$ cat src/rtl/trunk_sel_pkg.sv
`timescale 1ns/1ps
package trunk_sel_pkg;

   // Key-mode encodings shared by all lanes
   typedef enum logic [1:0] {
      KEY_SRC     = 2'd0,
      KEY_DST     = 2'd1,
      KEY_BOTH    = 2'd2,
      KEY_INGRESS = 2'd3
   } key_mode_e;

   function automatic int imax(input int a, input int b);
      return (a > b) ? a : b;
   endfunction

endpackage

$ cat src/rtl/trunk_key_fold.sv
`timescale 1ns/1ps
// XOR-folds an IN_W vector into OUT_W bits, slice k = bits [k*OUT_W +: OUT_W]
module trunk_key_fold #(
   parameter int IN_W  = 48,
   parameter int OUT_W = 2
) (
   input  logic [IN_W-1:0]  fold_in,
   output logic [OUT_W-1:0] fold_out
);
   localparam int NCH   = (IN_W + OUT_W - 1) / OUT_W;
   localparam int PAD_W = NCH * OUT_W;

   if (OUT_W < 1 || OUT_W > IN_W) begin : g_bad_w
      $error("trunk_key_fold: OUT_W must lie in 1..IN_W");
   end

   logic [PAD_W-1:0] padded;

   always_comb begin
      padded   = PAD_W'(fold_in);
      fold_out = '0;
      for (int k = 0; k < NCH; k++) begin
         fold_out = fold_out ^ padded[k*OUT_W +: OUT_W];
      end
   end
endmodule

$ cat src/rtl/trunk_key_build.sv
`timescale 1ns/1ps
// Builds the folded hash for one group from the request fields and mode
module trunk_key_build
   import trunk_sel_pkg::*;
#(
   parameter int MAC_W         = 48,
   parameter int PORT_W        = 5,
   parameter int HASH_W        = 2,
   parameter bit ALLOW_INGRESS = 1'b0
) (
   input  logic [1:0]        mode,
   input  logic [MAC_W-1:0]  smac,
   input  logic [MAC_W-1:0]  dmac,
   input  logic [PORT_W-1:0] ingress,
   output logic [HASH_W-1:0] hash
);
   localparam int PF_W = (HASH_W > PORT_W) ? PORT_W : HASH_W;

   logic [MAC_W-1:0]  mac_key;
   logic [HASH_W-1:0] mac_hash;
   logic [PF_W-1:0]   port_fold;
   key_mode_e         kmode;

   assign kmode = key_mode_e'(mode);

   always_comb begin
      unique case (kmode)
         KEY_SRC: mac_key = smac;
         KEY_DST: mac_key = dmac;
         default: mac_key = smac ^ dmac;
      endcase
   end

   trunk_key_fold #(.IN_W(MAC_W), .OUT_W(HASH_W)) u_mac_fold (
      .fold_in (mac_key),
      .fold_out(mac_hash)
   );

   trunk_key_fold #(.IN_W(PORT_W), .OUT_W(PF_W)) u_port_fold (
      .fold_in (ingress),
      .fold_out(port_fold)
   );

   if (ALLOW_INGRESS) begin : g_ingress
      always_comb begin
         if (kmode == KEY_INGRESS) hash = HASH_W'(port_fold);
         else                      hash = mac_hash;
      end
   end else begin : g_mac_only
      logic unused_fold;
      assign unused_fold = ^port_fold;
      assign hash        = mac_hash;
   end
endmodule

$ cat src/rtl/trunk_member_pick.sv
`timescale 1ns/1ps
// Clamps the count, reduces the hash modulo it, and reads the member slot
module trunk_member_pick
   import trunk_sel_pkg::*;
#(
   parameter int PORT_W      = 5,
   parameter int MAX_MEMBERS = 4,
   parameter int HASH_W      = 2,
   parameter int CNT_W       = 3
) (
   input  logic [HASH_W-1:0]             hash,
   input  logic [CNT_W-1:0]              count,
   input  logic [MAX_MEMBERS*PORT_W-1:0] members,
   output logic [PORT_W-1:0]             port,
   output logic                          ok
);
   localparam int W = imax(HASH_W, CNT_W);

   logic [CNT_W-1:0] eff;
   logic [W-1:0]     rem;

   always_comb begin
      eff = (count > CNT_W'(MAX_MEMBERS)) ? CNT_W'(MAX_MEMBERS) : count;
      ok  = (eff != '0);
      rem = ok ? (W'(hash) % W'(eff)) : '0;
      port = '0;
      for (int s = 0; s < MAX_MEMBERS; s++) begin
         if (rem == W'(s)) port = members[s*PORT_W +: PORT_W];
      end
   end
endmodule

$ cat src/rtl/trunk_egress_sel.sv
`timescale 1ns/1ps
module trunk_egress_sel
   import trunk_sel_pkg::*;
#(
   parameter int  MAC_W       = 48,
   parameter int  PORT_W      = 5,
   parameter int  NUM_GROUPS  = 3,
   parameter int  MAX_MEMBERS = 4,
   parameter int  FE_HASH_W   = 2,
   parameter int  GIG_HASH_W  = 1,
   parameter int  GIG_GROUP   = 0,
   localparam int GRP_W       = (NUM_GROUPS > 1) ? $clog2(NUM_GROUPS + 1) : 1,
   localparam int CNT_W       = $clog2(MAX_MEMBERS + 1)
) (
   input  logic                                     clk,
   input  logic                                     rst_n,
   input  logic                                     req_valid,
   input  logic [GRP_W-1:0]                         req_group,
   input  logic [MAC_W-1:0]                         req_smac,
   input  logic [MAC_W-1:0]                         req_dmac,
   input  logic [PORT_W-1:0]                        req_ingress,
   input  logic [NUM_GROUPS*MAX_MEMBERS*PORT_W-1:0] cfg_members,
   input  logic [NUM_GROUPS*CNT_W-1:0]              cfg_count,
   input  logic [NUM_GROUPS*2-1:0]                  cfg_mode,
   output logic                                     sel_valid,
   output logic [PORT_W-1:0]                        sel_port
);
   localparam int SLOT_W = MAX_MEMBERS * PORT_W;

   // elaboration-time parameter checks
   if (MAX_MEMBERS < 2)                      begin : g_chk_mem  $error("MAX_MEMBERS must be at least 2"); end
   if (GIG_GROUP < 0 || GIG_GROUP >= NUM_GROUPS) begin : g_chk_gig $error("GIG_GROUP out of range"); end
   if (FE_HASH_W < 1 || GIG_HASH_W < 1)      begin : g_chk_hash $error("hash widths must be positive"); end
   if (NUM_GROUPS < 1)                       begin : g_chk_grp  $error("NUM_GROUPS must be positive"); end

   logic [PORT_W-1:0] lane_port [NUM_GROUPS];
   logic              lane_ok   [NUM_GROUPS];

   for (genvar g = 0; g < NUM_GROUPS; g++) begin : g_lane
      localparam bit IS_GIG = (g == GIG_GROUP);
      localparam int HW     = IS_GIG ? GIG_HASH_W : FE_HASH_W;

      logic [HW-1:0] lane_hash;

      trunk_key_build #(
         .MAC_W(MAC_W), .PORT_W(PORT_W), .HASH_W(HW), .ALLOW_INGRESS(IS_GIG)
      ) u_key (
         .mode   (cfg_mode[g*2 +: 2]),
         .smac   (req_smac),
         .dmac   (req_dmac),
         .ingress(req_ingress),
         .hash   (lane_hash)
      );

      trunk_member_pick #(
         .PORT_W(PORT_W), .MAX_MEMBERS(MAX_MEMBERS), .HASH_W(HW), .CNT_W(CNT_W)
      ) u_pick (
         .hash   (lane_hash),
         .count  (cfg_count[g*CNT_W +: CNT_W]),
         .members(cfg_members[g*SLOT_W +: SLOT_W]),
         .port   (lane_port[g]),
         .ok     (lane_ok[g])
      );
   end

   // group select
   logic              hit_ok;
   logic [PORT_W-1:0] hit_port;
   logic [CNT_W-1:0]  grp_cnt_raw;

   always_comb begin
      hit_ok      = 1'b0;
      hit_port    = '0;
      grp_cnt_raw = '0;
      for (int g = 0; g < NUM_GROUPS; g++) begin
         if (int'(req_group) == g) begin
            hit_ok      = lane_ok[g];
            hit_port    = lane_port[g];
            grp_cnt_raw = cfg_count[g*CNT_W +: CNT_W];
         end
      end
   end

   // single output register stage
   always_ff @(posedge clk or negedge rst_n) begin
      if (!rst_n) begin
         sel_valid <= 1'b0;
         sel_port  <= '0;
      end else begin
         sel_valid <= req_valid && hit_ok;
         sel_port  <= (req_valid && hit_ok) ? hit_port : '0;
      end
   end


   sel_latency_chk: assert property (@(posedge clk) disable iff (!rst_n)
      sel_valid |-> $past(req_valid));


   idle_port_chk: assert property (@(posedge clk) disable iff (!rst_n)
      !sel_valid |-> (sel_port == '0));


   zero_count_chk: assert property (@(posedge clk) disable iff (!rst_n)
      ($past(rst_n) && $past(req_valid) && ($past(grp_cnt_raw) == '0)) |-> !sel_valid);


   bad_group_chk: assert property (@(posedge clk) disable iff (!rst_n)
      ($past(req_valid) && (int'($past(req_group)) >= NUM_GROUPS)) |-> !sel_valid);


   same_key_chk: assert property (@(posedge clk) disable iff (!rst_n)
      ($past(rst_n) && req_valid && $past(req_valid) && $stable(req_group) &&
       $stable(req_smac) && $stable(req_dmac) && $stable(req_ingress) &&
       $stable(cfg_members) && $stable(cfg_count) && $stable(cfg_mode))
      |=> ($stable(sel_port) && $stable(sel_valid)));
endmodule

$ cat config.mk
export PLATFORM = sky130hd
export DESIGN_NAME = trunk_egress_sel
export DESIGN_NICKNAME = d
export VERILOG_FILES = /design/src/rtl/trunk_sel_pkg.sv /design/src/rtl/trunk_key_fold.sv /design/src/rtl/trunk_key_build.sv /design/src/rtl/trunk_member_pick.sv /design/src/rtl/trunk_egress_sel.sv
export SDC_FILE = /design/constraint.sdc
export NUM_CORES = 1
export LEC_CHECK = 0
export BUFFER_PORTS_ARGS = -buffer_cell sky130_fd_sc_hd__buf_2
export CELL_PAD_IN_SITES_DETAIL_PLACEMENT = 1
export CELL_PAD_IN_SITES_GLOBAL_PLACEMENT = 2
export CORE_MARGIN = 2
export CORE_UTILIZATION = 30
export CTS_CLUSTER_DIAMETER = 100
export CTS_CLUSTER_SIZE = 25
export DETAILED_ROUTE_END_ITERATION = 8
export GPL_ROUTABILITY_DRIVEN = 0
export PLACE_DENSITY_LB_ADDON = 0.1
export SLEW_MARGIN = 10
export SYNTH_ARGS = -nofsm -noshare
export SYNTH_HDL_FRONTEND = slang
export SYNTH_SLANG_ARGS = --single-unit
$ cat constraint.sdc
create_clock -name clk -period 0.8 [get_ports clk]
set_input_delay 0.04 -clock clk [delete_from_list [all_inputs] [get_ports clk]]
set_output_delay 0.04 -clock clk [all_outputs]
set_load 0.1 [all_outputs]
## Yosys cells after proc, flatten, opt, wreduce, memory -nomap -nowiden

Index checks and enable logic that the tools add are counted.

- Memories kept: 0
- Output and inout port bits: 6
- Bits in latches: 0
- Word-level logic and storage cells: 161
- Flip-flop bits (word level): 6
- Bits in read-only memories: 0
- Memory bits (writable): 0

- Bitwise gates (word level): 98
- Shift-type cells: 0
- Add/subtract/negate cells: 0
- Eq/ne operators: 15
- Multipliers: 0
- Reduce and logical (&&, ||, !) cells: 11
- Mux-type cells: 29
- Divide/modulo/power cells: 3
- $lt $le $gt $ge: 3

Operator list:

| kind | count |
|---|---|
| one-hot mux 48 bit (2 select lines) | 3 |
| XOR 2 bit | 46 |
| 2-to-1 mux 5 bit | 16 |
| XOR 1 bit | 51 |
| XOR 48 bit | 1 |
| == test 3 x 2 -> 1 bit (second input constant) | 6 |
| 2-to-1 mux 3 bit | 6 |
| == test 3 x 1 -> 1 bit (second input constant) | 3 |
| > comparator 3 bit (second input constant) | 3 |
| logical NOT 3 bit | 3 |
| nonzero test 3 bit | 3 |
| logical NOT 2 bit | 4 |
| == test 2 x 1 -> 1 bit (second input constant) | 3 |
| == test 2 bit (second input constant) | 3 |
| modulo 2 x 3 -> 3 bit | 2 |
| 2-to-1 mux 1 bit | 4 |
| modulo 1 x 3 -> 3 bit | 1 |
| logical AND 1 bit | 1 |

## Longest topological paths before layout

- Depth after elaboration: 61
- Mapped depth: 25
- Gate-level depth less buffers: 22

## Hierarchy

From an unflattened synthesis, not the netlist that was laid out.

- Cell total of the unflattened synthesis: 981
- Area, all modules: 7714.9 µm²

By module, submodules not included:

| module | seq. area each (µm²) | area each (µm²) | cells each | times used |
|---|---|---|---|---|
| trunk_key_build at g_lane[1].u_key ... | 0.0 | 1435.1 | 210 | 2 |
| trunk_key_build at g_lane[0].u_key | 0.0 | 1706.6 | 212 | 1 |
| trunk_member_pick at g_lane[1].u_pick ... | 0.0 | 534.3 | 64 | 2 |
| trunk_key_fold at g_lane[1].u_key.u_mac_fold ... | 0.0 | 412.9 | 44 | 2 |
| trunk_key_fold at g_lane[0].u_key.u_mac_fold | 0.0 | 416.6 | 46 | 1 |
| trunk_member_pick at g_lane[0].u_pick | 0.0 | 416.6 | 56 | 1 |
| trunk_egress_sel | 150.1 | 370.4 | 28 | 1 |
| trunk_key_fold at g_lane[0].u_key.u_port_fold | 0.0 | 40.0 | 3 | 1 |

## Worst setup path before layout

OpenSTA, ideal clock, no wires.

- Path kind: input to register
- Start: input port cfg_mode[4]
- End: register sel_port[1]
- Required time: 678 ps
- Setup slack: -3803 ps
- Arrival: 4482 ps
- Buffers on the path: 4
- Stages: 25
- Path through: buf_2 buf_4 buf_4 mux2i_1 o221ai_1 xor2_1 xnor2_1 xnor2_1 xor2_1 inv_1 ha_1 nor2_1 o21ai_0 o211ai_1 a21boi_0 ha_1 o21ai_0 nand2b_1 a21oi_1 nor2_1 o21ai_0 buf_2 mux2_2 o211a_1 o2111a_1

- Cells in the longest elaborated chain, start to end: 34

Ends and longest elaborated chain:

| element | RTL line | RTL |
|---|---|---|
| start, declared | trunk_egress_sel.sv:24 | `input logic [NUM_GROUPS*2-1:0] cfg_mode,` |
| == test 2 x 1 -> 1 bit or logical NOT 2 bit (tied branches) | trunk_key_build.sv:27 | `unique case (kmode)` |
| one-hot mux 48 bit (2 select lines) (*) | trunk_key_build.sv:27 |  |
| XOR 2 bit (22 in a row) | trunk_key_fold.sv:23 | `fold_out = fold_out ^ padded[k*OUT_W +: OUT_W];` |
| XOR 2 bit (*) | trunk_key_fold.sv:23 |  |
| modulo 2 x 3 -> 3 bit (*) | trunk_member_pick.sv:25 | `rem = ok ? (W'(hash) % W'(eff)) : '0;` |
| 2-to-1 mux 3 bit (*) | trunk_member_pick.sv:25 |  |
| logical NOT 3 bit | trunk_member_pick.sv:28 | `if (rem == W'(s)) port = members[s*PORT_W +: PORT_W];` |
| 2-to-1 mux 5 bit (3 in a row) | trunk_member_pick.sv:28 |  |
| 2-to-1 mux 5 bit (*) | trunk_member_pick.sv:28 |  |
| 2-to-1 mux 5 bit (*) | trunk_egress_sel.sv:76 | `if (int'(req_group) == g) begin` |
| 2-to-1 mux 5 bit (*) | trunk_egress_sel.sv:91 | `sel_port <= (req_valid && hit_ok) ? hit_port : '0;` |
| end signal, assigned | trunk_egress_sel.sv:91 |  |
| end, declared | trunk_egress_sel.sv:26 | `output logic [PORT_W-1:0] sel_port` |

Every way passes the cells marked *; elsewhere a longest branch is shown, timed or not.

## Worst setup path in the final report

- Start: input port req_smac[15]
- End: register sel_port[1]

- Cells in the longest elaborated chain, start to end: 47

Ends and longest elaborated chain:

| element | RTL line | RTL |
|---|---|---|
| start, declared | trunk_egress_sel.sv:19 | `input logic [MAC_W-1:0] req_smac,` |
| XOR 48 bit | trunk_key_build.sv:30 | `default: mac_key = smac ^ dmac;` |
| one-hot mux 48 bit (2 select lines) | trunk_key_build.sv:27 |  |
| XOR 1 bit (33 in a row) | trunk_key_fold.sv:23 |  |
| 2-to-1 mux 1 bit | trunk_key_build.sv:46 | `if (kmode == KEY_INGRESS) hash = HASH_W'(port_fold);` |
| modulo 1 x 3 -> 3 bit | trunk_member_pick.sv:25 |  |
| 2-to-1 mux 3 bit | trunk_member_pick.sv:25 |  |
| logical NOT 3 bit | trunk_member_pick.sv:28 |  |
| 2-to-1 mux 5 bit (4 in a row) | trunk_member_pick.sv:28 |  |
| 2-to-1 mux 5 bit (2 in a row) | trunk_egress_sel.sv:76 |  |
| 2-to-1 mux 5 bit (*) | trunk_egress_sel.sv:76 |  |
| 2-to-1 mux 5 bit (*) | trunk_egress_sel.sv:91 |  |

Marks and branches as above.

==> flow_summary.toml <==
[pwr]
power_density_nw_per_um2 = 3430
power_mw = 30.7
ir_drop_v = 0.00334
p_leak_nw = 3.96

[synthesis]
syn-cell-area_sq_um = 5070
syn_avg_cell_area_sq_um = 7.55
ys_ff_latch = 6
synth_async_sr_flop_share = 1.00
ys.flop_type = "dfrtp_1"
ys_seq_area_frac = 0.0296
synth_edf_count = 0
ys_types = 62
syn_inst = 672
syn_nets = 871
yosysWarnings = 0

[floorplanning]
core_area_sq_um = 16600
num_rows = 47
start_util = 0.306
die_w_um = 134
die_y_um = 134
die_area_sq_um = 18000
io_pins = 187

[critical_path]
required_ps = 910
cp.buffers_inverters = 6
cpPeakStageDelay_ps = 290
critical_path_class = "primary input to register"
start_kind = "primary input"
cp_slowest_cell = "mux2_4"
cpMostUsedCell = "buf_4"
end_kind = "register"
critical_path.max_fanout = 3
crit_family = "compound AO/OA/AOI/OAI gates"
cp.arrival_ps = 4410
path_depth = 27

[outcome]
status = "finished, violations left"
failed_checks = "setup timing"

[global_route]
grt_pass1_vias = 7357
grt_overflow = 0
grt_first_pass_wirelength_mm = 38.6
grt_util_all_layers = 0.270
antenna_found_initial = 1
grt_max_degree = 21

[drt]
drtIter0Drc = 206
drc = 0
drt_first_pass_iters = 4
vias_per_cell = 5.24
drt_wl_total_mm = 25.5
wl_per_cell_um = 19.6
vias = 6805
ant_nets = 0

[placed_design]
dp_hpwl_mm = 21.4
port_buffers = 186

[timing]
period_share = 5.37
fin_ws_ps = -3500
layout_min_cycle_time_ps = 4300
whs_ps = 175
relSlewSlack = 0.563
hold_viol = 0
setup_viol = 12
tightestPinTransition_ps = 648
fmax_mhz = 233
rsz0062_at_grt = "yes"
slew_viol_final = 0

[clock_tree]
clk_pin_slew_ps = 40
cts_tree = "done"
cts_buffers = 3
htree_levels = 1
clock_path_buffers = 2
cts-root-buf = "clkbuf_16"
clock-sinks = 6

[layout]
syn_to_final_growth_pct = 76.5
nFillCells = 2089
drive_above_1_share = 0.487
nets = 1277

[min_path]
min_path_type = "primary input to asynchronous set/reset pin"

[flow_run]
maxCapViolCount = 0
sequential cells by signal, indices dropped and copies added (netlist names):
signal and flops:
sel_valid 1, sel_port 5
layer usage:
metal,GRT usage,up-vias,share of wire
li1,-,3251,-
met1,0.335,3343,0.43
met2,0.505,174,0.52
met3,0.0144,37,0.029
met4,0.0708,0,0.026
met5,0,-,0
repair_timing:
action	CTS	global route
buffers inserted	10	14
hold endpoints to repair	6	0
cloned	0	0
pin swaps	14	33
gates resized for setup	65	86
hold buffers	1	0
endpoints found under the setup margin	12	12
cell usage after synthesis (all sizes together) (13+ instances only):
| master | count | area share |
|---|---|---|
| xnor2 | 184 | 0.32 |
| nand2 | 93 | 0.069 |
| o21ai | 60 | 0.059 |
| o311ai | 45 | 0.078 |
| mux2i | 37 | 0.073 |
| nand2b | 26 | 0.032 |
| o221ai | 22 | 0.038 |
| buf | 19 | 0.025 |
| a21oi | 18 | 0.018 |
| nor2 | 18 | 0.014 |
| inv | 17 | 0.013 |
| ha | 16 | 0.039 |
| xor2 | 13 | 0.022 |
area by class of cell:
type,count,area [sq um],area share
multi-input cells,624,5330,0.595
repair buffers,426,3050,0.340
well taps,220,275,0.0307
flip-flops and latches,6,156,0.0175
clock buffers,4,78.8,0.00880
inverters,17,68.8,0.00768
diodes,1,2.50,0.000279
placed cells by master (no fill, tap or decap), types with 10 or more instances in the layout:
cell type and instances:
xor2_1 11, xnor2_2 14, o311ai_0 14, nor2_1 12, a21oi_1 15, o221ai_1 14
buf_2 167, buf_4 220, inv_1 12, mux2i_1 32, buf_6 22, ha_1 10
xnor2_1 162, o311ai_1 26, nand2b_1 25, buf_12 14, o21ai_1 21, nand2_1 91
o21ai_0 33
report_power, final:
| group | switching, mW | internal (mW) |
|---|---|---|
| registers | 0.0992 | 0.429 |
| logic | 14.1 | 15.3 |
| clock network | 0.196 | 0.663 |
stage by stage:
step / TNS (ps) / util / instance area [sq um] / instances / setup slack, ps
floorplan: -16400 / - / 5140 / 672 / -3370
global route: -19260 / 0.540 / 8960 / 1298 / -3720
global placement: -19260 / 0.481 / 7980 / 1270 / -3740
CTS: -17560 / 0.509 / 8450 / 1285 / -3400
finish: -17910 / 0.540 / 8960 / 1298 / -3500
detailed placement: -20080 / 0.481 / 7980 / 1270 / -3900
logic make-up (layout without fill, tap and decap cells):
group | after synthesis | in the layout | synth area share
xor gates and xnor gates | 204 | 204 | 0.372
AOI/OAI and AO/OA | 186 | 186 | 0.263
and+or+nand+nor | 176 | 176 | 0.164
buffers and inverters | 42 | 447 | 0.0422
muxes | 40 | 40 | 0.0819
adders and majority gates | 18 | 18 | 0.0473
DFF | 6 | 6 | 0.0296
other | 0 | 1 | 0
worst max path at each step:
stage / from / slack [ps] / end
finish: req_smac[15] / -3500 / sel_port[1]
global route: req_dmac[15] / -3720 / sel_port[4]
CTS: cfg_mode[1] / -3400 / sel_port[3]
detailed placement: req_smac[13] / -3900 / sel_port[0]
global placement: req_smac[13] / -3740 / sel_port[3]
floorplan: cfg_mode[4] / -3370 / sel_port[1]
Power figures use the tool's default switching activity.
